===== src/rtl/uart_cfg_pkg.sv =====
package uart_cfg_pkg;

    localparam int DATA_W = 8;

    // Offsets whose meaning depends on the access bank
    localparam int OFF_DIV_LO   = 0;
    localparam int OFF_DHI_IER  = 1;
    localparam int OFF_FCR_EFR  = 2;
    localparam int OFF_LCR      = 3;
    localparam int OFF_MCR      = 4;
    localparam int OFF_MODE     = 5;
    localparam int OFF_SYSCTL   = 6;
    localparam int OFF_STATUS   = 7;

    localparam int EFR_ENH_BIT  = 4;
    localparam int MCR_THR_BIT  = 6;
    localparam int SRST_BIT     = 1;

    typedef enum logic [1:0] {
        BANK_OP = 2'd0,
        BANK_A  = 2'd1,
        BANK_B  = 2'd2
    } bank_e;

    typedef enum logic [2:0] {
        MODE_U16    = 3'd0,
        MODE_SIR    = 3'd1,
        MODE_U16_AB = 3'd2,
        MODE_U13    = 3'd3,
        MODE_MIR    = 3'd4,
        MODE_FIR    = 3'd5,
        MODE_CIR    = 3'd6,
        MODE_OFF    = 3'd7
    } mode_e;

    typedef struct packed {
        logic [DATA_W-1:0] lcr;
        logic [DATA_W-1:0] div_lo;
        logic [DATA_W-1:0] div_hi;
        logic [DATA_W-1:0] efr;
        logic [DATA_W-1:0] ier;
        logic              fifo_en;
        logic [1:0]        rx_trig;
        logic [1:0]        tx_trig;
        logic [DATA_W-1:0] mcr;
        mode_e             mode;
        logic              rx_clr;
        logic              tx_clr;
    } regs_t;

    function automatic regs_t regs_default();
        regs_t r;
        r         = '0;
        r.mode    = MODE_OFF;
        return r;
    endfunction

endpackage


===== src/rtl/uart_cfg_bank_dec.sv =====
module uart_cfg_bank_dec
    import uart_cfg_pkg::*;
#(
    parameter logic [DATA_W-1:0] KEY_B = 8'hBF
) (
    input  logic [DATA_W-1:0] lcr_i,
    output bank_e             bank_o
);

    always_comb begin
        if (lcr_i == KEY_B) begin
            bank_o = BANK_B;
        end else if (lcr_i[DATA_W-1]) begin
            bank_o = BANK_A;
        end else begin
            bank_o = BANK_OP;
        end
    end

endmodule


===== src/rtl/uart_cfg_srst.sv =====
module uart_cfg_srst #(
    parameter int CYCLES = 4
) (
    input  logic clk,
    input  logic rst_n,
    input  logic start_i,
    output logic busy_o,
    output logic done_o
);

    localparam int CNT_W = $clog2(CYCLES + 1);

    logic [CNT_W-1:0] cnt_d, cnt_q;

    always_comb begin
        cnt_d = cnt_q;
        if (start_i) begin
            cnt_d = CNT_W'(CYCLES);
        end else if (cnt_q != '0) begin
            cnt_d = cnt_q - 1'b1;
        end
    end

    always_ff @(posedge clk or negedge rst_n) begin
        if (!rst_n) begin
            cnt_q <= '0;
        end else begin
            cnt_q <= cnt_d;
        end
    end

    assign done_o = (cnt_q == '0);
    assign busy_o = !done_o;

    // done drops right after a start and returns when the count runs out
    p_done_low_r7: assert property (@(posedge clk) disable iff (!rst_n)
        start_i |=> !done_o);
    p_done_back_r7: assert property (@(posedge clk) disable iff (!rst_n)
        (cnt_q == CNT_W'(1) && !start_i) |=> done_o);

endmodule


===== src/rtl/uart_cfg_rdmux.sv =====
module uart_cfg_rdmux
    import uart_cfg_pkg::*;
#(
    parameter int ADDR_W = 3
) (
    input  logic              rd_en_i,
    input  logic [ADDR_W-1:0] addr_i,
    input  bank_e             bank_i,
    input  logic [DATA_W-1:0] lcr_i,
    input  logic [DATA_W-1:0] div_lo_i,
    input  logic [DATA_W-1:0] div_hi_i,
    input  logic [DATA_W-1:0] efr_i,
    input  logic [DATA_W-1:0] ier_i,
    input  logic [DATA_W-1:0] fcr_i,
    input  logic [DATA_W-1:0] mcr_i,
    input  logic [2:0]        mode_i,
    input  logic              done_i,
    output logic [DATA_W-1:0] rdata_o
);

    logic [DATA_W-1:0] sel;

    always_comb begin
        sel = '0;
        case (addr_i)
            ADDR_W'(OFF_DIV_LO): begin
                if (bank_i != BANK_OP) sel = div_lo_i;
            end
            ADDR_W'(OFF_DHI_IER): begin
                sel = (bank_i == BANK_OP) ? ier_i : div_hi_i;
            end
            ADDR_W'(OFF_FCR_EFR): begin
                sel = (bank_i == BANK_B) ? efr_i : fcr_i;
            end
            ADDR_W'(OFF_LCR): sel = lcr_i;
            ADDR_W'(OFF_MCR): begin
                if (bank_i != BANK_B) sel = mcr_i;
            end
            ADDR_W'(OFF_MODE):   sel = {{(DATA_W-3){1'b0}}, mode_i};
            ADDR_W'(OFF_STATUS): sel = {{(DATA_W-1){1'b0}}, done_i};
            default:             sel = '0;
        endcase
        rdata_o = rd_en_i ? sel : '0;
    end

endmodule


===== src/rtl/uart_cfg_regfile.sv =====
module uart_cfg_regfile
    import uart_cfg_pkg::*;
#(
    parameter int               ADDR_W      = 3,
    parameter int               SRST_CYCLES = 4,
    parameter logic [7:0]       KEY_B       = 8'hBF
) (
    input  logic              clk,
    input  logic              rst_n,
    input  logic              wr_en,
    input  logic              rd_en,
    input  logic [ADDR_W-1:0] addr,
    input  logic [7:0]        wdata,
    output logic [7:0]        rdata,
    output logic [1:0]        bank_o,
    output logic [15:0]       div_o,
    output logic [1:0]        char_len_o,
    output logic              two_stop_o,
    output logic              par_en_o,
    output logic [1:0]        par_type_o,
    output logic              break_o,
    output logic [7:0]        ier_o,
    output logic              fifo_en_o,
    output logic [1:0]        rx_trig_o,
    output logic [1:0]        tx_trig_o,
    output logic              rx_fifo_clr_o,
    output logic              tx_fifo_clr_o,
    output logic [7:0]        mcr_o,
    output logic              enh_en_o,
    output logic [2:0]        mode_o,
    output logic              reset_done_o
);

    regs_t regs_d, regs_q;
    bank_e bank;
    logic  busy, done;
    logic  wr_ok, srst_start;
    logic  [DATA_W-1:0] fcr_view;

    uart_cfg_bank_dec #(.KEY_B(KEY_B)) bank_dec_i (
        .lcr_i  (regs_q.lcr),
        .bank_o (bank)
    );

    uart_cfg_srst #(.CYCLES(SRST_CYCLES)) srst_i (
        .clk     (clk),
        .rst_n   (rst_n),
        .start_i (srst_start),
        .busy_o  (busy),
        .done_o  (done)
    );

    assign wr_ok      = wr_en && !busy;
    assign srst_start = wr_ok && (addr == ADDR_W'(OFF_SYSCTL)) && wdata[SRST_BIT];

    always_comb begin
        regs_d        = regs_q;
        regs_d.rx_clr = 1'b0;
        regs_d.tx_clr = 1'b0;
        if (srst_start) begin
            regs_d = regs_default();
        end else if (wr_ok) begin
            case (addr)
                ADDR_W'(OFF_DIV_LO): begin
                    if (bank != BANK_OP) regs_d.div_lo = wdata;
                end
                ADDR_W'(OFF_DHI_IER): begin
                    if (bank == BANK_OP) regs_d.ier    = wdata;
                    else                 regs_d.div_hi = wdata;
                end
                ADDR_W'(OFF_FCR_EFR): begin
                    if (bank == BANK_B) begin
                        regs_d.efr = wdata;
                    end else begin
                        regs_d.fifo_en = wdata[0];
                        regs_d.rx_clr  = wdata[1];
                        regs_d.tx_clr  = wdata[2];
                        regs_d.tx_trig = wdata[5:4];
                        regs_d.rx_trig = wdata[7:6];
                    end
                end
                ADDR_W'(OFF_LCR): regs_d.lcr = wdata;
                ADDR_W'(OFF_MCR): begin
                    if (bank != BANK_B) begin
                        regs_d.mcr = wdata;
                        if (!regs_q.efr[EFR_ENH_BIT]) begin
                            regs_d.mcr[MCR_THR_BIT] = regs_q.mcr[MCR_THR_BIT];
                        end
                    end
                end
                ADDR_W'(OFF_MODE): regs_d.mode = mode_e'(wdata[2:0]);
                default: ;
            endcase
        end
    end

    always_ff @(posedge clk or negedge rst_n) begin
        if (!rst_n) begin
            regs_q <= regs_default();
        end else begin
            regs_q <= regs_d;
        end
    end

    assign fcr_view = {regs_q.rx_trig, regs_q.tx_trig, 3'b000, regs_q.fifo_en};

    uart_cfg_rdmux #(.ADDR_W(ADDR_W)) rdmux_i (
        .rd_en_i  (rd_en),
        .addr_i   (addr),
        .bank_i   (bank),
        .lcr_i    (regs_q.lcr),
        .div_lo_i (regs_q.div_lo),
        .div_hi_i (regs_q.div_hi),
        .efr_i    (regs_q.efr),
        .ier_i    (regs_q.ier),
        .fcr_i    (fcr_view),
        .mcr_i    (regs_q.mcr),
        .mode_i   (regs_q.mode),
        .done_i   (done),
        .rdata_o  (rdata)
    );

    assign bank_o        = bank;
    assign div_o         = {regs_q.div_hi, regs_q.div_lo};
    assign char_len_o    = regs_q.lcr[1:0];
    assign two_stop_o    = regs_q.lcr[2];
    assign par_en_o      = regs_q.lcr[3];
    assign par_type_o    = regs_q.lcr[5:4];
    assign break_o       = regs_q.lcr[6];
    assign ier_o         = regs_q.ier;
    assign fifo_en_o     = regs_q.fifo_en;
    assign rx_trig_o     = regs_q.rx_trig;
    assign tx_trig_o     = regs_q.tx_trig;
    assign rx_fifo_clr_o = regs_q.rx_clr;
    assign tx_fifo_clr_o = regs_q.tx_clr;
    assign mcr_o         = regs_q.mcr;
    assign enh_en_o      = regs_q.efr[EFR_ENH_BIT];
    assign mode_o        = regs_q.mode;
    assign reset_done_o  = done;

    // writing the key always lands in configuration B
    p_key_bank_b_r1: assert property (@(posedge clk) disable iff (!rst_n)
        (wr_ok && addr == ADDR_W'(OFF_LCR) && wdata == KEY_B) |=> bank_o == BANK_B);

    // interrupt enables are frozen outside the operational bank
    p_ier_lock_r3: assert property (@(posedge clk) disable iff (!rst_n)
        (bank_o != BANK_OP && !srst_start) |=> $stable(ier_o));

    // a clear pulse only follows a FIFO control write that asked for it
    p_rx_clr_src_r4: assert property (@(posedge clk) disable iff (!rst_n)
        rx_fifo_clr_o |-> $past(wr_en && addr == ADDR_W'(OFF_FCR_EFR) && wdata[1]));
    p_tx_clr_src_r4: assert property (@(posedge clk) disable iff (!rst_n)
        tx_fifo_clr_o |-> $past(wr_en && addr == ADDR_W'(OFF_FCR_EFR) && wdata[2]));

    // threshold-access bit is locked while enhanced features are off
    p_thr_lock_r5: assert property (@(posedge clk) disable iff (!rst_n)
        (!enh_en_o && !srst_start) |=> $stable(mcr_o[MCR_THR_BIT]));

    // a mode write is taken as written
    p_mode_write_r6: assert property (@(posedge clk) disable iff (!rst_n)
        (wr_ok && addr == ADDR_W'(OFF_MODE)) |=> mode_o == $past(wdata[2:0]));

    // nothing moves while a soft reset is in progress
    p_busy_frozen_r7: assert property (@(posedge clk) disable iff (!rst_n)
        !reset_done_o |=> $stable({div_o, ier_o, mcr_o, mode_o, bank_o, par_type_o}));

endmodule


===== config.mk =====
export PLATFORM = sky130hd
export DESIGN_NAME = uart_cfg_regfile
export DESIGN_NICKNAME = d
export VERILOG_FILES = /design/src/rtl/uart_cfg_pkg.sv /design/src/rtl/uart_cfg_bank_dec.sv /design/src/rtl/uart_cfg_srst.sv /design/src/rtl/uart_cfg_rdmux.sv /design/src/rtl/uart_cfg_regfile.sv
export SDC_FILE = /design/constraint.sdc
export NUM_CORES = 1
export LEC_CHECK = 0
export ABC_AREA = 1
export BUFFER_PORTS_ARGS = -buffer_cell sky130_fd_sc_hd__buf_2
export CAP_MARGIN = 20
export CORE_ASPECT_RATIO = 1.25
export CORE_MARGIN = 2
export CORE_UTILIZATION = 40
export CTS_CLUSTER_SIZE = 12
export DETAILED_ROUTE_END_ITERATION = 8
export PLACE_DENSITY_LB_ADDON = 0.05
export SYNTH_ARGS = -nofsm -noshare
export SYNTH_HDL_FRONTEND = slang
export SYNTH_SLANG_ARGS = --single-unit

===== constraint.sdc =====
create_clock -name clk -period 1.9 [get_ports clk]
set_input_delay 0.19 -clock clk [delete_from_list [all_inputs] [get_ports clk]]
set_output_delay 0.19 -clock clk [all_outputs]
set_load 0.005 [all_outputs]

After elaboration in Yosys (flattened, before gate mapping)
Cells that the tools add are included.
W data, S select, Z words.

operators by class
  add/sub/neg operators = 1
  eq/ne operators = 12
  mux-type cells = 29
  reductions and logical operators = 30

operator list
  cell                   number
  $mux W8                16
  $mux W58               2
  $pmux W8 S7            1
  $reduce_bool A2 Y1     14
  $reduce_and A3 Y1      6
  $eq A3 B3 Y1 const B   4
  $mux W5                2
  $mux W3                3
  $eq A8 B8 Y1 const B   1
  $eq A3 B2 Y1 const B   2
  $logic_not A3 Y1       2
  $mux W2                3
  $ne A2 B1 Y1 const B   2
  $reduce_and A2 Y1      2
  $reduce_and A4 Y1      1
  $eq A3 B1 Y1 const B   1
  $logic_and A1 B1 Y1    3
  $reduce_bool A3 Y1     1
  $sub A3 B1 Y3 const B  1
  $eq A2 B2 Y1 const B   1
  $logic_not A2 Y1       1
  $mux W1                2
  $ne A2 B2 Y1 const B   1

word-level totals
  flip-flop bits (word level) = 61
  input port bits = 15
  output and inout port bits = 61
  logic and storage cells = 86

Longest topological paths before layout
  depth after elaboration = 7
  mapped depth = 12
  mapped depth without buffers = 11

By module
Synthesis repeated with hierarchy kept, for this count alone.

unflattened totals
  cell total of the unflattened synthesis = 545
  area, all modules = 3868.7 µm²

by module, submodules not included
  module             times used  cells an instance  area each (µm²)  sequential area each (µm²)
  uart_cfg_regfile   1           346                2905.3           1455.1
  uart_cfg_rdmux     1           166                734.5            0.0
  uart_cfg_srst      1           23                 182.7            75.1
  uart_cfg_bank_dec  1           10                 46.3             0.0

Worst setup path before layout
OpenSTA, ideal clock, no wires.

  path kind = reg-to-reg
  start = register srst_i.cnt_q[0]
  end = register regs_q[45], in the netlist div_o[3]
  setup time = 0.127 ns
  arrival time = 1.487 ns
  required time = 1.773 ns
  setup slack = 0.286 ns
  stages on the path, launching flop included = 12
  buffers on the path = 1
  period minus slack after synthesis = 1.614 ns
  path through = dfrtp_1 -> inv_1 -> ha_1 -> inv_1 -> nor2_4 -> nand2_4 -> nor2_2 -> nand2_2 -> and2_4 -> buf_6 -> nand2_1 -> o21ai_0

on the way
  word-level cells in the longest chain between the ends = 6
  elaborated cells between the ends (all ways) = 9
  classes of those cells = mux (1); reduce/logical (8)

ends and longest elaborated chain
  what                               RTL line                 RTL
  start, declared                    uart_cfg_srst.sv:13      logic [CNT_W-1:0] cnt_d, cnt_q;
  start signal, assigned             uart_cfg_srst.sv:28      cnt_q <= cnt_d;
  $logic_not A3 Y1 *                 uart_cfg_srst.sv:32      assign done_o = (cnt_q == '0);
  via reset_done_o                   uart_cfg_regfile.sv:31   output logic reset_done_o
  $logic_and A1 B1 Y1 *              uart_cfg_regfile.sv:53   assign wr_ok = wr_en && !busy;
  $logic_and A1 B1 Y1 (2 in series)  uart_cfg_regfile.sv:54   assign srst_start = wr_ok && (addr == ADDR_W'(OFF_SYSCTL)) && wdata[SRST_BIT];
  $reduce_bool A2 Y1 (no line)       --
  $reduce_and A3 Y1 (no line)        --
  end signal, assigned               uart_cfg_regfile.sv:99   regs_q <= regs_default();
  end signal, assigned               uart_cfg_regfile.sv:101  regs_q <= regs_d;
  end, declared                      uart_cfg_regfile.sv:34   regs_t regs_d, regs_q;

Mark *: on every way through the listed nets, which the timed path passes. The rest lies on a longest branch.
A chain may end at the register's enable or synchronous reset.

Worst setup path after layout
  start = register regs_q[57]
  end = output port rdata[7]

on the way
  word-level cells in the longest chain between the ends = 6
  elaborated cells between the ends (all ways) = 13
  classes of those cells = eq/ne (3); mux (8); reduce/logical (2)

ends and longest elaborated chain
  what                                        RTL line                                          RTL
  $eq A8 B8 Y1 or $mux W1 (tied branches)     uart_cfg_bank_dec.sv:11, uart_cfg_bank_dec.sv:13
  $mux W2                                     uart_cfg_bank_dec.sv:11                           if (lcr_i == KEY_B) begin
  $ne A2 B2 Y1, or another cell as far along  uart_cfg_rdmux.sv:37                              if (bank_i != BANK_B) sel = mcr_i;
  $mux W8 (on tied branches)                  --
  $pmux W8 S7 *                               uart_cfg_rdmux.sv:25                              case (addr_i)
  $mux W8 *                                   uart_cfg_rdmux.sv:43                              rdata_o = rd_en_i ? sel : '0;
  end, declared                               uart_cfg_regfile.sv:14                            output logic [7:0] rdata,

Mark *: on every way between the ends. The rest lies on a longest branch, timed or not.

==> qor.txt <==
failing checks = setup timing
Most Frequent Cell on Critical Path = nand2_1
WL final = 11400 microns
Core Box Area = 0.00819 sq mm
CTS clk-pin slew, worst paths = 0.07 ns
slowest stage delay, CP = 0.47 ns
multiplexer share of the synthesized area = 0
Clk Tree Root Cell = clkbuf_8
RSZ-0062 raised after global routing = yes
Vias/cell = 5.34
Synth Instances = 424
final slew viol count = 0
adder-cell share of the synthesized area = 0.00742
final setup vio count = 6
GR Util All Layers = 0.251
Worst-Skew Late Latency = 0.35 ns
num rows = 37
drt pass-1 iters = 5
worst r2r path cells = 9
# fillers = 799
TritonCTS clock tree = built
crit path buf inv count = 4
Ports = 76
post-detailed-route DRC marker count = 0
CTS max path bufs = 2
CP arrival = 1.77 ns
CP max-delay cell = dfrtp_2
ant diodes = 0
layout cell share with drive strength beyond 1 = 0.404
Yosys cell types = 30
H-Tree Depth = 3
cell depth of the worst hold path = 3
Fin. Hold Viols = 0
TritonCTS sink count = 61
CP Max Fanout = 7
largest net degree at the start of global routing = 62
Starting Density = 0.412
Tightest Pin Transition = 0.354 ns
Worst R2R Start = srst_i.cnt_q[1]
total design power = 4.79 mW
commonest non-fill, non-tap cell in the layout = nand2_1
setup TNS = -0.239 ns
cell area power density = 1060 mW/mm^2
final period demand of the worst path = 1.96 ns
startpoint types = register
Vias = 3384
sequential area share after synthesis = 0.454
die area = 0.00919 sq mm
average size of a mapped cell = 7.96 sq um
max cap viols = 0
Worst setup EP type = primary output
Leak = 2.37 nW
chip width = 86.1 microns
vias in the first global route = 3123
Die Y = 107 microns
I/O Buffers = 75
global-route wire length before repair = 17200 microns
Synth Register Bits = 61
Worst Skew = 0.00917 ns
hold_ws = 0.107 ns
cells along the critical path = buf_12 > buf_12 > nand2_2 > nand2_1 > nand2_1 > nand2_1 > inv_1 > nand3_2 > nor2_2 > nor2_1 > buf_2
dominant delay contributor by cell family on the critical path = buffers and inverters
final instance area = 0.00450 sq mm
nets = 549
main combinational cell family by area after synthesis = simple AND/OR/NAND/NOR gates
most frequent cells in the layout = 109 x nand2_1, 75 x buf_2, 57 x dfrtp_1, 34 x nand3_1, 30 x nand2_2
fin worst setup slack = -0.0625 ns
hpwl dp = 7900 microns
simple-gate share of the synthesized area = 0.371
worst setup path startpoint = regs_q[57]
xor/xnor share of the synthesized area = 0.00260
Synth Warn # = 0
initial antenna violation count = 0
area post-placement = 0.00388 sq mm
Final GP Congestion = 0.897
Compound-Gate Fraction of Synth Area = 0.0857
status = complete, but fails checks
Syn Nets = 441
Required @ worst endpoint = 1.71 ns
Area Overhead vs Synth = 33.3%
post-layout util = 0.549
worst vdd ir = 600 uV
gr ovfl total = 0
Initial DRC Count = 166
Crit path depth = 11
Routed wire per std cell = 18.0 microns
TritonCTS Buffers = 9
worst hold start = wdata[2]
antenna violation net count after detailed routing = 0
fin crit share = 1.03
Tightest Hold Check Type = primary input to register
Synth Cell Area = 0.00337 sq mm
Slew headroom = 0.763
crit path kind = register to primary output
maximum clock rate = 510 MHz
==> final timing paths <==
| path | end | slack (ns) |
|---|---|---|
| min in group asynchronous | div_o[8] | 0.38 |
| worst max register to register | ier_o[2] | 0.12 |
| worst max-delay path | rdata[7] | -0.06 |
| max in group asynchronous | mode_o[1] | 1.19 |
| worst min register to register | ier_o[5] | 0.51 |
| worst min-delay path | mode_o[2] | 0.11 |
==> cell usage after synthesis <==
cell type | number | share of area
o21a_1 | 1 | 0.0022
and2_4 | 2 | 0.0052
a21oi_1 | 4 | 0.0059
buf_6 | 6 | 0.020
o211ai_1 | 2 | 0.0044
nor2_2 | 3 | 0.0056
dfstp_2 | 3 | 0.023
nand3_1 | 43 | 0.064
clkinv_2 | 1 | 0.0015
nand2_1 | 130 | 0.14
nand2_2 | 9 | 0.017
nor2_1 | 33 | 0.037
buf_2 | 8 | 0.012
o21ai_1 | 11 | 0.016
nor2_8 | 1 | 0.0059
nand2_4 | 3 | 0.010
o21ai_0 | 33 | 0.049
nand3_4 | 3 | 0.016
ha_1 | 2 | 0.0074
xnor2_1 | 1 | 0.0026
nand4_1 | 14 | 0.026
nor3_1 | 1 | 0.0015
nor2_4 | 7 | 0.023
inv_1 | 23 | 0.026
buf_4 | 6 | 0.013
dfrtp_1 | 58 | 0.43
inv_2 | 7 | 0.0078
nand3b_1 | 3 | 0.0067
nand3_2 | 3 | 0.0089
o21ai_2 | 3 | 0.0078
==> worst register-to-register path: cells and delay by family, from the launching register on <==
family / cells / cell delay, ns
AO/OA/AOI/OAI: 1 / 0.25
adder cells (fa/ha/maj): 1 / 0.18
buffers and inverters: 4 / 0.48
flip-flops: 1 / 0.38
AND/OR/NAND/NOR: 3 / 0.40
==> layer usage <==
layer	wire, microns	up-vias	track usage	share of wire
li1	-	1608	-	-
met1	4860	1616	0.341	0.43
met2	5600	139	0.392	0.49
met3	656	21	0.0470	0.058
met4	278	0	0.0998	0.024
met5	0	-	0	0
==> cell type report <==
type,count,area (sq um),area share
inverter,31,128,0.0284
sequential,61,1530,0.340
timing repair buffer,116,785,0.174
clock inverter,1,30.0,0.00668
multi-input combinational,313,1730,0.384
clock buffer,15,176,0.0392
tap,97,121,0.0270
==> power breakdown <==
| part | internal [mW] | switching (mW) | total, mW | leakage, nW |
|---|---|---|---|---|
| clock network | 0.716 | 0.522 | 1.24 | 0.104 |
| logic | 0.788 | 0.887 | 1.68 | 1.45 |
| registers | 1.61 | 0.263 | 1.87 | 0.813 |
| total | 3.11 | 1.67 | 4.79 | 2.37 |
==> metrics by stage <==
stage               cells  setup WS [ns]
floorplan             424          0.286
global placement      594          0.115
detailed placement    594          0.120
CTS                   622       -0.00986
global route          634         -0.128
finish                634        -0.0625
==> registers in the layout (all words and copies together), names as in the netlist, 3 cells and up <==
name,flops
ier_o,8
mcr_o,8
regs_q,8
srst_i.cnt_q,3
div_o,16
mode_o,3
==> what timing repair did <==
item	4_1_cts	5_1_grt
buffers inserted	11	10
endpoints found under the setup margin	8	36
gates cloned	0	2
gates resized for setup	13	53
hold buffers	1	0
pin swaps	5	23
hold endpoints to repair	58	0
==> logic make-up (layout without fill, tap and decap cells) <==
kind of cell               after synthesis  count (layout)
adders and majority gates                2               2
buffers and inverters                   51             163
AOI/OAI and AO/OA                       54              54
and+or+nand+nor                        255             256
DFF                                     61              61
xor gates and xnor gates                 1               1
No activity file was read; power rests on OpenSTA's default activity.
